<file path="src/rtl/odt_dyn_pkg.sv">
// Package: shared types for the dynamic termination controller.
// Assumes: consumers only need the strength-select encoding.
package odt_dyn_pkg;

    // Which strength the output stage presents.
    typedef enum logic [1:0] {
        SEL_OFF = 2'd0,
        SEL_NOM = 2'd1,
        SEL_WRS = 2'd2
    } rtt_sel_e;

endpackage

</file>
<file path="src/rtl/odt_onoff_delay.sv">
// Module: odt_onoff_delay
// Delays the registered ODT level by a run-time latency and presents it
// as the termination-enable flag. Both edges use the same latency.
// Assumes: 1 <= lat <= DEPTH; larger values read as off.
module odt_onoff_delay #(
    parameter int DEPTH = 10,
    parameter int LAT_W = 4
) (
    input  logic             clk,
    input  logic             rst_n,
    input  logic             odt_pin,
    input  logic [LAT_W-1:0] lat,
    output logic             term_en
);
    localparam int IDX_W = (DEPTH > 1) ? $clog2(DEPTH) : 1;

    logic [DEPTH-1:0] hist;
    logic [LAT_W-1:0] tap;
    logic             tap_bit;

    // Pick the history bit captured lat-1 edges ago.
    always_comb begin
        tap     = lat - LAT_W'(1);
        tap_bit = 1'b0;
        if (32'(tap) < DEPTH) begin
            tap_bit = hist[IDX_W'(tap)];
        end
    end

    // Shift the ODT history and register the delayed level.
    always_ff @(posedge clk) begin
        if (!rst_n) begin
            hist    <= '0;
            term_en <= 1'b0;
        end else begin
            hist    <= {hist[DEPTH-2:0], odt_pin};
            term_en <= tap_bit;
        end
    end

    // termination only turns on if ODT was high somewhere in the history.
    a_r2_rise_has_cause: assert property (@(posedge clk) disable iff (!rst_n)
        $rose(term_en) |-> $past(hist != '0));

endmodule

</file>
<file path="src/rtl/odt_write_window.sv">
// Module: odt_write_window
// Times the write-strength window. A qualified write (re)starts a cycle
// counter. The window opens when the counter reaches the change-to-write
// latency and closes at the chop- or burst-dependent return latency.
// Assumes: lat >= 1 and lat stays constant while a window is pending.
module odt_write_window #(
    parameter int LAT_W     = 4,
    parameter int BC4_EXTRA = 4,
    parameter int BL8_EXTRA = 6,
    parameter int CNT_W     = 5
) (
    input  logic             clk,
    input  logic             rst_n,
    input  logic             wr_cmd,
    input  logic             wr_bc4,
    input  logic             dyn_en,
    input  logic [LAT_W-1:0] lat,
    output logic             wr_sel
);
    logic             active;
    logic             bc4_q;
    logic [CNT_W-1:0] cnt;
    logic [CNT_W-1:0] l_open;
    logic [CNT_W-1:0] l_close;

    // Derive the open and close counts from the latched burst type.
    always_comb begin
        l_open  = CNT_W'(lat);
        l_close = CNT_W'(lat) + (bc4_q ? CNT_W'(BC4_EXTRA) : CNT_W'(BL8_EXTRA));
    end

    // Count cycles since the last qualified write and steer the window.
    always_ff @(posedge clk) begin
        if (!rst_n) begin
            active <= 1'b0;
            bc4_q  <= 1'b0;
            cnt    <= '0;
            wr_sel <= 1'b0;
        end else if (wr_cmd && dyn_en) begin
            active <= 1'b1;
            bc4_q  <= wr_bc4;
            cnt    <= CNT_W'(1);
        end else if (active) begin
            cnt <= cnt + CNT_W'(1);
            if (cnt == l_open) begin
                wr_sel <= 1'b1;
            end
            if (cnt == l_close) begin
                wr_sel <= 1'b0;
                active <= 1'b0;
                cnt    <= '0;
            end
        end
    end

    // the write strength starts exactly at the change-to-write count.
    a_r7_open_at_latency: assert property (@(posedge clk) disable iff (!rst_n)
        $rose(wr_sel) |-> ($past(cnt) == $past(l_open)));

    // the write strength ends exactly at the return count.
    a_r8_close_at_latency: assert property (@(posedge clk) disable iff (!rst_n)
        $fell(wr_sel) |-> ($past(cnt) == $past(l_close)));

    // the counter never runs past the closing count.
    a_r11_cnt_bounded: assert property (@(posedge clk) disable iff (!rst_n)
        active |-> (cnt <= l_close));

    // a write without dynamic mode does not open a window.
    a_r10_no_start_when_off: assert property (@(posedge clk) disable iff (!rst_n)
        (wr_cmd && !dyn_en && !active) |=> !active);

endmodule

</file>
<file path="src/rtl/odt_code_mux.sv">
// Module: odt_code_mux
// Selects the strength code shown at the output: zero when off, the write
// code while the write window is open with dynamic mode on, else nominal.
// Assumes: NOM_W >= WR_W; the write code is zero-extended.
module odt_code_mux
    import odt_dyn_pkg::*;
#(
    parameter int NOM_W = 3,
    parameter int WR_W  = 2
) (
    input  logic             term_en,
    input  logic             wr_sel,
    input  logic             dyn_en,
    input  logic [NOM_W-1:0] rtt_nom,
    input  logic [WR_W-1:0]  rtt_wr,
    output logic [NOM_W-1:0] term_code
);
    rtt_sel_e sel;

    // Decide which strength source is active.
    always_comb begin
        if (!term_en)              sel = SEL_OFF;
        else if (wr_sel && dyn_en) sel = SEL_WRS;
        else                       sel = SEL_NOM;
    end

    // Drive the code for the chosen source.
    always_comb begin
        case (sel)
            SEL_NOM: term_code = rtt_nom;
            SEL_WRS: term_code = NOM_W'(rtt_wr);
            default: term_code = '0;
        endcase
    end

endmodule

</file>
<file path="src/rtl/odt_dyn_ctrl.sv">
// Module: odt_dyn_ctrl (top)
// Dynamic on-die termination controller. It clamps the write latency,
// derives the common latency WL-2, and combines the delayed ODT level with
// the write-strength window into an enable flag and a strength code.
// Assumes: inputs are synchronous to clk; mode fields change only while idle.
module odt_dyn_ctrl #(
    parameter int WL_W      = 4,
    parameter int WL_MIN    = 5,
    parameter int WL_MAX    = 12,
    parameter int NOM_W     = 3,
    parameter int WR_W      = 2,
    parameter int BC4_EXTRA = 4,
    parameter int BL8_EXTRA = 6
) (
    input  logic             clk,
    input  logic             rst_n,
    input  logic             odt_pin,
    input  logic             wr_cmd,
    input  logic             wr_bc4,
    input  logic [WL_W-1:0]  wl,
    input  logic [NOM_W-1:0] rtt_nom,
    input  logic [WR_W-1:0]  rtt_wr,
    output logic             term_en,
    output logic [NOM_W-1:0] term_code
);
    localparam int DEPTH = WL_MAX - 2;
    localparam int CNT_W = $clog2(DEPTH + BL8_EXTRA + BC4_EXTRA + 1);

    logic [WL_W-1:0] wl_c;
    logic [WL_W-1:0] lat;
    logic            dyn_en;
    logic            wr_sel;

    // Clamp the write latency to the supported range and derive WL-2.
    always_comb begin
        if (32'(wl) < WL_MIN)      wl_c = WL_W'(WL_MIN);
        else if (32'(wl) > WL_MAX) wl_c = WL_W'(WL_MAX);
        else                       wl_c = wl;
        lat = wl_c - WL_W'(2);
    end

    // Dynamic mode is on when the write strength field is nonzero.
    always_comb dyn_en = |rtt_wr;

    odt_onoff_delay #(
        .DEPTH (DEPTH),
        .LAT_W (WL_W)
    ) u_onoff (
        .clk     (clk),
        .rst_n   (rst_n),
        .odt_pin (odt_pin),
        .lat     (lat),
        .term_en (term_en)
    );

    odt_write_window #(
        .LAT_W     (WL_W),
        .BC4_EXTRA (BC4_EXTRA),
        .BL8_EXTRA (BL8_EXTRA),
        .CNT_W     (CNT_W)
    ) u_window (
        .clk    (clk),
        .rst_n  (rst_n),
        .wr_cmd (wr_cmd),
        .wr_bc4 (wr_bc4),
        .dyn_en (dyn_en),
        .lat    (lat),
        .wr_sel (wr_sel)
    );

    odt_code_mux #(
        .NOM_W (NOM_W),
        .WR_W  (WR_W)
    ) u_mux (
        .term_en   (term_en),
        .wr_sel    (wr_sel),
        .dyn_en    (dyn_en),
        .rtt_nom   (rtt_nom),
        .rtt_wr    (rtt_wr),
        .term_code (term_code)
    );

    // a reset edge leaves termination off and the window closed.
    a_r1_reset_clears: assert property (@(posedge clk)
        !rst_n |=> (!term_en && !wr_sel));

    // no strength code is presented while termination is off.
    a_r5_off_means_zero: assert property (@(posedge clk) disable iff (!rst_n)
        !term_en |-> (term_code == '0));

endmodule

</file>
<file path="config.mk">
export PLATFORM = sky130hd
export DESIGN_NAME = odt_dyn_ctrl
export DESIGN_NICKNAME = d
export VERILOG_FILES = /design/src/rtl/odt_dyn_pkg.sv /design/src/rtl/odt_onoff_delay.sv /design/src/rtl/odt_write_window.sv /design/src/rtl/odt_code_mux.sv /design/src/rtl/odt_dyn_ctrl.sv
export SDC_FILE = /design/constraint.sdc
export NUM_CORES = 1
export LEC_CHECK = 0
export BUFFER_PORTS_ARGS = -buffer_cell sky130_fd_sc_hd__buf_2
export CAP_MARGIN = 20
export CORE_UTILIZATION = 49
export DETAILED_ROUTE_END_ITERATION = 6
export GPL_TIMING_DRIVEN = 0
export HOLD_SLACK_MARGIN = 0.06
export PLACE_DENSITY = 0.7
export SETUP_SLACK_MARGIN = 0.3
export SYNTH_ARGS = -nofsm -noshare
export SYNTH_HDL_FRONTEND = slang
export SYNTH_HIERARCHICAL = 1
export SYNTH_SLANG_ARGS = --single-unit
</file>
<file path="constraint.sdc">
create_clock -name clk -period 2.5 [get_ports clk]
set_input_delay 0.375 -clock clk [delete_from_list [all_inputs] [get_ports clk]]
set_output_delay 0.375 -clock clk [all_outputs]
set_load 0.02 [all_outputs]
</file>
## Yosys cells after proc, flatten, opt, wreduce, memory -nomap -nowiden

Index checks and enable logic that the tools add are counted.

- Add/sub/neg operators: 4
- Bitwise logic cells: 2
- Equal/unequal tests: 4
- Magnitude comparators: 4
- Reductions and logical operators: 8
- Muxes and demuxes: 16

Operators with widths:

| operator | count |
|---|---|
| two-way mux 1 bit | 8 |
| two-way mux 4 bit | 2 |
| two-way mux 2 bit | 3 |
| one-hot mux 3 bit (2 select lines) | 1 |
| adder 4 x 5 -> 5 bit | 1 |
| adder 5 x 1 -> 5 bit, second input constant | 1 |
| equality test 5 x 4 -> 1 bit | 1 |
| equality test 5 bit | 1 |
| less-than comparator 4 x 5 -> 1 bit, second input constant | 1 |
| two-way mux 5 bit | 1 |
| binary-select mux 1 bit (select 4 bit) | 1 |
| > comparator 4 bit, second input constant | 1 |
| less-than comparator 4 x 3 -> 1 bit, second input constant | 1 |
| less-than comparator 4 bit, second input constant | 1 |
| nonzero test 2 bit | 2 |
| OR reduction 2 bit | 2 |
| subtractor 4 x 1 -> 4 bit, second input constant | 1 |
| subtractor 4 x 2 -> 4 bit, second input constant | 1 |
| AND reduction 3 bit | 1 |
| equality test 2 x 1 -> 1 bit, second input constant | 1 |
| equality test 2 bit, second input constant | 1 |
| logical AND 1 bit | 2 |
| inverter 1 bit | 2 |
| AND reduction 2 bit | 1 |

- Output and inout bits: 4
- Word-level logic and storage cells: 45
- Flip-flop bits (word level): 19
- Bits of input ports: 14

## Longest topological paths before layout

Gate-level depths: netlist of run 1.

- Word-level depth: 9
- Depth in mapped cells: 10
- Depth with buffers taken out: 10

## Hierarchy

Netlist of run 1, hierarchy kept.

Modules (own cells, without submodules):

| module | instances | cells each | sequential area each (sq um) | area an instance (sq um) |
|---|---|---|---|---|
| odt_write_window | 1 | 57 | 160.2 | 501.7 |
| odt_onoff_delay | 1 | 37 | 220.2 | 424.2 |
| odt_dyn_ctrl | 1 | 9 | 0.0 | 68.8 |
| odt_code_mux | 1 | 9 | 0.0 | 53.8 |

## Worst setup path before layout of run 1

No wires, ideal clock.

- Path type: input to register
- Start: in wl[2]
- End: reg u_window.cnt[0]
- Setup slack: 111 ps
- Path buffers: 0
- Data arrival time: 2260 ps
- Required time: 2371 ps
- Stages: 10
- Library setup time: 129 ps
- Path through: and2b_1 -> o21ai_2 -> ha_1 -> inv_1 -> inv_1 -> ha_1 -> xnor2_1 -> or3_4 -> a21oi_2 -> o211ai_1

- Longest elaborated chain between the ends: 9
- Elaborated cells on any way between the ends: 10
- Classes of those cells: 2 x add/sub; 2 x order compare; 1 x eq/ne; 5 x mux

Ends and longest elaborated chain:

| what | line | source |
|---|---|---|
| from (decl) | odt_dyn_ctrl.sv:20 | `input logic [WL_W-1:0] wl,` |
| > comparator 4 bit | odt_dyn_ctrl.sv:37 | `else if (32'(wl) > WL_MAX) wl_c = WL_W'(WL_MAX);` |
| two-way mux 4 bit | odt_dyn_ctrl.sv:37 |  |
| two-way mux 4 bit (*) | odt_dyn_ctrl.sv:36 | `if (32'(wl) < WL_MIN) wl_c = WL_W'(WL_MIN);` |
| subtractor 4 x 2 -> 4 bit (*) | odt_dyn_ctrl.sv:39 | `lat = wl_c - WL_W'(2);` |
| net lat[1] | odt_dyn_ctrl.sv:30 | `logic [WL_W-1:0] lat;` |
| adder 4 x 5 -> 5 bit (*) | odt_write_window.sv:29 | `l_close = CNT_W'(lat) + (bc4_q ? CNT_W'(BC4_EXTRA) : CNT_W'(BL8_EXTRA));` |
| equality test 5 bit (*) | odt_write_window.sv:48 | `if (cnt == l_close) begin` |
| two-way mux 5 bit (*) | odt_write_window.sv:48 |  |
| two-way mux 1 bit (*) | odt_write_window.sv:43 | `end else if (active) begin` |
| two-way mux 1 bit (*) | odt_write_window.sv:39 | `end else if (wr_cmd && dyn_en) begin` |
| to (signal assigned) | odt_write_window.sv:44 | `cnt <= cnt + CNT_W'(1);` |
| to (decl) | odt_write_window.sv:22 | `logic [CNT_W-1:0] cnt;` |

The timed path passes the listed nets; every way through them passes the cells marked *. The select of a mux whose other input is x is not followed.
A chain may end at the register's enable or synchronous reset.

## Worst setup path after layout of run 1

Ends and elaborated chain as after synthesis.

==> out/results.tsv, run 1 <==
metric	value	unit
status	completed	
crit path DAT	2.29	ns
Max Cap Viol	0	
global-route wire length before repair	3040	µm
HP Start	odt_pin	
Final Max Tran Viols	0	
critical path class	in2reg	
area grow syn2layout	19.0	%
WHS	0.274	ns
Hold Path Class	in2reg	
CTS tree	yes	
gr usage total	19.1	%
DRC	0	
vias in the first global route	727	
Final ANT Viol Nets	0	
Die Ht	48.3	µm
Reg2Reg Launch Point	u_window/bc4_q	
top cells by area, synth	dfxtp_1 36%, xnor2_1 6.7%, and2_1 6.0%	
fin crit share	84.4	%
IO Count	18	
Slew HR	73.5	%
H-tree Lvls	1	
Worst Tran Pin Value	0.396	ns
DP Area	0.00119	mm²
gp weighted congestion	0.691	
Cell Count Post-Placement	156	
FF+latch count, synth	19	
Root Buffer	clkbuf_4	
Fin. Hold Viols	0	
CP startpoint kind	input pin	
Finish-stage setup viols	0	
final std cells w/o fill	162	
Yosys top cell by area	dfxtp_1	
Port Buffers	17	
wire per inst	12.4	µm
Max VDD drop	0.442	mV
crit path from	wl[2]	
fin util	62.9	%
Fillers	180	
Mapped Nets	131	
# hold bufs at CTS	0	
final worst path period need	2.11	ns
Syn. warnings	6	
unrepaired setup endpoints after global routing	false	
WP data required	2.68	ns
row count	16	
Detailed Routing Iterations Pass 1	4	
area fraction of the dominant cell type after synthesis	36.3	%
DR vias/cell	5.27	
Distinct cells, synth	37	
share of layout cells above drive strength 1	28.1	%
Syn Inst Count	112	
fmax	474	MHz
starting density of the core	52.9	%
Inserted Diodes	0	
CP max FO	7	
DP Wirelength	1550	µm
core area	0.00198	mm²
antenna violations before repair	0	
largest net degree at the start of global routing	13	
CTS clk-pin slew, worst paths	0.11	ns
Longest Clk Path Bufs	2	
Starting DRT DRC Count	8	
Setup crit end kind	register	
Clock Skew	0.00577	ns
fin nets	155	
clk sink count	19	
Finished Cell Area	0.00125	mm²
Leak Pwr	0.512	nW
sequential area share after synthesis	36.3	%
Post-Route Setup TNS	0	ns
post-synthesis cell area	0.00105	mm²
Overflow after GRT	0	
Routed Wire Length	2010	µm
via count	853	
CTS Buf Count	3	
Die Footprint	0.00233	mm²
Synth Area per Inst	9.36	µm²
DIE WIDTH	48.3	µm
worst skew pair latency	0.29	ns
power density over the cells	494	mW/mm²
## cells by family after synthesis
| logic type | after synthesis | share of synthesized area [%] |
|---|---|---|
| AOI/OAI and AO/OA | 19 | 14.4 |
| DFF | 19 | 36.3 |
| muxes | 4 | 6.21 |
| adders and majority gates | 5 | 5.97 |
| xor gates and xnor gates | 11 | 9.19 |
| buffers and inverters | 13 | 4.77 |
| and+or+nand+nor | 41 | 23.2 |
## report_power, final
group	internal [mW]	total, mW	leakage [nW]	switching, mW
Combinational	0.0622	0.137	0.343	0.0750
Sequential	0.312	0.321	0.155	0.00907
Clock	0.0608	0.158	0.0139	0.0969
Total	0.435	0.616	0.512	0.181
## repair_timing
action,in CTS,in global routing
pin swaps,2,1
setup endpoints to repair,6,4
buffers inserted,2,0
resized for setup,1,0
## synth_stat cells
library cell / instances
dfxtp_1: 19
and2_1: 10
inv_1: 10
xnor2_1: 8
nand2_1: 6
nand3_1: 6
ha_1: 5
nand4_1: 5
a21oi_1: 3
o21ai_2: 3
xor2_1: 3
and2b_1: 2
clkbuf_1: 2
mux2i_1: 2
mux4_2: 2
nor3_1: 2
o211ai_1: 2
o31ai_1: 2
o32ai_1: 2
a211oi_1: 1
a211oi_2: 1
a21oi_2: 1
a2bb2oi_1: 1
a311oi_1: 1
a41oi_1: 1
and2_0: 1
and2_4: 1
and3_1: 1
and4_1: 1
buf_2: 1
nor2_1: 1
nor4_1: 1
o21a_1: 1
or2_2: 1
or3_1: 1
or3_4: 1
or4_1: 1
## metrics by stage
stage,setup WS [ns],power (mW)
after global routing,0.302,0.649
after global placement,-0.0298,0.455
after detailed placement,-0.0722,0.460
after CTS,0.376,0.622
final,0.390,0.616
after floorplan,0.261,0.425
## area by class of cell
type	instances	area [µm²]	share of cell area [%]
Multi-Input combinational cell	80	653	52.4
Sequential cell	19	380	30.5
Timing Repair Buffer	19	100	8.02
Inverter	10	37.5	3.01
Tap cell	27	33.8	2.71
Clock buffer	3	22.5	1.81
Buffer	3	12.5	1.00
Clock inverter	1	7.51	0.602
## critical path, cell delays in order
cell and delay, ns:
buf_2 0.12, and2b_1 0.25, o21ai_4 0.08, ha_1 0.30, inv_2 0.13, inv_2 0.06, ha_4 0.16, xnor2_2 0.13
or3_4 0.36, a21oi_4 0.21, o211ai_1 0.12
## cells in the final DEF, fill, tap and decap left out, drive strengths merged, types with 2 or more instances in the layout
cell type	n
a211oi	2
a21oi	4
and2	12
and2b	2
buf	20
clkbuf	5
dfxtp	19
ha	5
inv	10
mux2i	2
mux4	2
nand2	6
nand3	6
nand4	5
nor3	2
o211ai	2
o21ai	3
o31ai	2
o32ai	2
or3	2
xnor2	8
xor2	3
## routing by layer
metal  GRT usage (%)  vias to the layer above  part of all wire, %
met2            29.1                       17                   45
met3            3.33                        2                  3.4
met4            6.67                        0                 0.75
met5               0                        -                    0
li1                -                      449                    -
met1            27.1                      385                   51
## final timing paths
kind                     endpoint  slack, ns  cells after the start
hold reg to reg    u_window/bc4_q       0.46                      2
setup reg to reg  u_window/cnt[0]       0.77                      8
hold / removal    u_onoff/hist[0]       0.27                      2
setup / recovery  u_window/cnt[0]       0.39                     11
## flip-flops by register name (all words and copies together) (netlist names)
register,cells
u_window/active,1
u_onoff/term_en,1
u_window/cnt,5
u_onoff/hist,10
u_window/wr_sel,1
u_window/bc4_q,1
Power figures use the tool's default switching activity.
==> inputs of run 2 (changes only) <==
--- a/config.mk
+++ b/config.mk
@@ -7,11 +7,11 @@
 export LEC_CHECK = 0
 export BUFFER_PORTS_ARGS = -buffer_cell sky130_fd_sc_hd__buf_2
 export CAP_MARGIN = 20
-export CORE_UTILIZATION = 49
+export CORE_UTILIZATION = 54
 export DETAILED_ROUTE_END_ITERATION = 6
 export GPL_TIMING_DRIVEN = 0
 export HOLD_SLACK_MARGIN = 0.06
-export PLACE_DENSITY = 0.7
+export PLACE_DENSITY = 0.73
 export SETUP_SLACK_MARGIN = 0.3
 export SYNTH_ARGS = -nofsm -noshare
 export SYNTH_HDL_FRONTEND = slang
==> constraint.sdc (replaced) <==
create_clock -name clk -period 2 [get_ports clk]
set_input_delay 0.3 -clock clk [delete_from_list [all_inputs] [get_ports clk]]
set_output_delay 0.3 -clock clk [all_outputs]
set_load 0.02 [all_outputs]
==> run 2 against run 1 <==
Effect of this change: design area grew 10%; clock skew shrank 0.0046 ns; register-to-register slack lost 0.54 ns; routed wire length grew 8.6%; combinational power grew 58%; non-clock buffer count grew 7; clock-buffer cell count grew 1; sequential power grew 25%; sequential share of layout area shrank 2.8 points; setup slack lost 0.37 ns; power grew 31%.
==> out/results.tsv, run 2 (synthesis results as in run 1) <==
metric	value	unit	change
status	completed		
Clk network pwr share	23.3	%	-2.3 points
R2R Path End	u_window/wr_sel		
HP Start	odt_pin		
gr usage total	22.9	%	+3.9 points
DIE WIDTH	46.1	µm	-4.5%
via count	899		+5.4%
commonest non-fill, non-tap cell in the layout	dfxtp_1		
share of layout cells above drive strength 1	36.6	%	+8.5 points
Worst Tran Pin Value	0.478	ns	+0.0822 ns
Max Cap Viol	0		unchanged
Clock Skew	0.00120	ns	-0.00457 ns
Reg2Reg Launch Point	u_window/bc4_q		
gp weighted congestion	0.761		+10%
crit path cell chain	buf_8 -> and2b_2 -> o21ai_4 -> ha_4 -> inv_4 -> inv_2 -> ha_4 -> xnor2_2 -> or3_4 -> a21oi_4 -> a311oi_1		
biggest regs	u_onoff/hist x10, u_window/cnt x5		
crit path DAT	2.15	ns	-0.14 ns
Overflow after GRT	0		unchanged
IO Count	18		unchanged
final worst path period need	1.98	ns	
crit path buf inv count	3		unchanged
Leak Pwr	0.557	nW	+8.9%
worst skew pair latency	0.28	ns	about the same
Fillers	129		-28%
wire per inst	13.0	µm	+5.4%
global-route wire length before repair	3440	µm	+13%
Post-Route Setup TNS	0	ns	unchanged
WP data required	2.17	ns	-0.51 ns
Starting DRT DRC Count	7		-1
H-tree Lvls	1		unchanged
power density over the cells	586	mW/mm²	+19%
Int Pwr	0.575	mW	+32%
starting density of the core	59.4	%	+6.5 points
DP Wirelength	1570	µm	+1.6%
WHS	0.219	ns	-0.0556 ns
max reg flops	10		unchanged
Final Power	0.805	mW	+31%
Top delay family on crit path	simple AND/OR/NAND/NOR gates		
unrepaired setup endpoints after global routing	true		
most frequent cells in the layout	19 x dfxtp_1, 16 x buf_2, 10 x and2_1, 9 x buf_4		
Port Buffers	17		unchanged
cell mode on critical path	ha_4		
Final ANT Viol Nets	0		unchanged
fin nets	162		+4.5%
R2R depth	8		unchanged
Fin. Hold Viols	0		unchanged
Die Ht	46.1	µm	-4.5%
vias in the first global route	858		+18%
DR vias/cell	5.38		+2.2%
Routed Wire Length	2180	µm	+8.6%
Hold Path Class	in2reg		
r2r setup slk	0.23	ns	-0.54 ns
CP max FO	5		-2
CTS clk-pin slew, worst paths	0.10	ns	about the same
CP max stage delay	0.43	ns	+0.07 ns
Finish-stage setup viols	0		unchanged
core area	0.00176	mm²	-11%
antenna violations before repair	0		unchanged
fmax	506	MHz	
sequential share of power	49.7	%	-2.4 points
fin util	77.9	%	+15 points
Sw Ratio	28.6	%	-0.79 points
Longest Clk Path Bufs	2		unchanged
Root Buffer	clkbuf_4		
Worst Hold End	u_onoff/hist[0]		
clk sink count	19		unchanged
area grow syn2layout	31.1	%	
Setup crit end kind	register		
row count	15		-1
Top reg by flops	u_onoff/hist		
CTS tree	yes		
Slew HR	68.0	%	-5.5 points
Final Max Tran Viols	0		unchanged
fin crit share	98.9	%	
cell count of the worst hold path	2		unchanged
critical path class	in2reg		
CP max-delay cell	or3_4		
largest net degree at the start of global routing	11		-2
DRC	0		unchanged
Inserted Diodes	0		unchanged
Logic pwr share	26.9	%	+4.6 points
Die Footprint	0.00212	mm²	-8.9%
reported net switching power	0.230	mW	+27%
CTS Buf Count	3		unchanged
# hold bufs at CTS	0		unchanged
CP startpoint kind	input pin		
Detailed Routing Iterations Pass 1	4		unchanged
Max VDD drop	0.533	mV	+21%
-- run 2: cell count changes in the layout (fill, tap and decap cells not counted), moves of 2 or more --
| cell | previous run | this run |
|---|---|---|
| buf_4 | 2 | 9 |
| ha_4 | 1 | 3 |
| buf_8 | 0 | 2 |
| buf_2 | 18 | 16 |
| ha_1 | 4 | 2 |
-- run 2: stage by stage --
stage | area [µm²] | instances | setup slack, ns
2_1_floorplan | 1080 | 112 | -0.164
3_3_place_gp | 1190 | 154 | -0.451
3_5_place_dp | 1190 | 154 | -0.521
4_1_cts | 1340 | 166 | -0.00615
5_1_grt | 1380 | 167 | -0.0168
6_report | 1380 | 167 | 0.0224
-- run 2: power by group through the flow --
stage	registers, mW	clock network, mW	logic (mW)
finish	0.401	0.188	0.217
global route	0.403	0.213	0.235
CTS	0.401	0.194	0.203
detailed placement	0.409	0	0.166
global placement	0.409	0	0.159
floorplan	0.407	0	0.125
-- run 2: how the worst max path moves through the flow --
| stage | end | startpoint | cells past startpoint |
|---|---|---|---|
| after floorplan | u_window/cnt[2] | wl[3] | 10 |
| after global placement | u_window/cnt[0] | wl[3] | 11 |
| after detailed placement | u_window/cnt[0] | wl[3] | 11 |
| after CTS | u_window/wr_sel | wl[2] | 11 |
| after global routing | u_window/wr_sel | wl[3] | 12 |
| final | u_window/wr_sel | wl[3] | 11 |
-- run 2: what timing repair did --
action,4_1_cts,5_1_grt
endpoints found under the setup margin,8,8
gates resized for setup,14,7
pin swaps,10,7
buffers inserted,8,1
-- run 2: area by class of cell --
cell class | count | area (µm²) | share of cell area [%]
Multi-Input combinational cell | 80 | 704 | 51.2
Tap cell | 25 | 31.3 | 2.27
Inverter | 10 | 40.0 | 2.91
Timing Repair Buffer | 26 | 176 | 12.8
Clock buffer | 4 | 26.3 | 1.91
Buffer | 3 | 16.3 | 1.18
Sequential cell | 19 | 380 | 27.7
-- run 2: layer usage --
layer  track usage (%)  vias to the layer above  routed length, µm
li1                  -                      462                  -
met3              2.35                        2                 63
met5                 0                        -                  0
met1              27.8                      417               1030
met4              7.06                        0                 15
met2              42.0                       18               1070
-- run 2: worst register-to-register path: cells and delay by family, from the launching register on --
kind | cells | cell delay [ns]
adder cells (fa/ha/maj) | 2 | 0.30
AND/OR/NAND/NOR | 1 | 0.43
flip-flops | 1 | 0.33
XOR/XNOR | 1 | 0.13
AO/OA/AOI/OAI | 2 | 0.32
buffers and inverters | 2 | 0.14
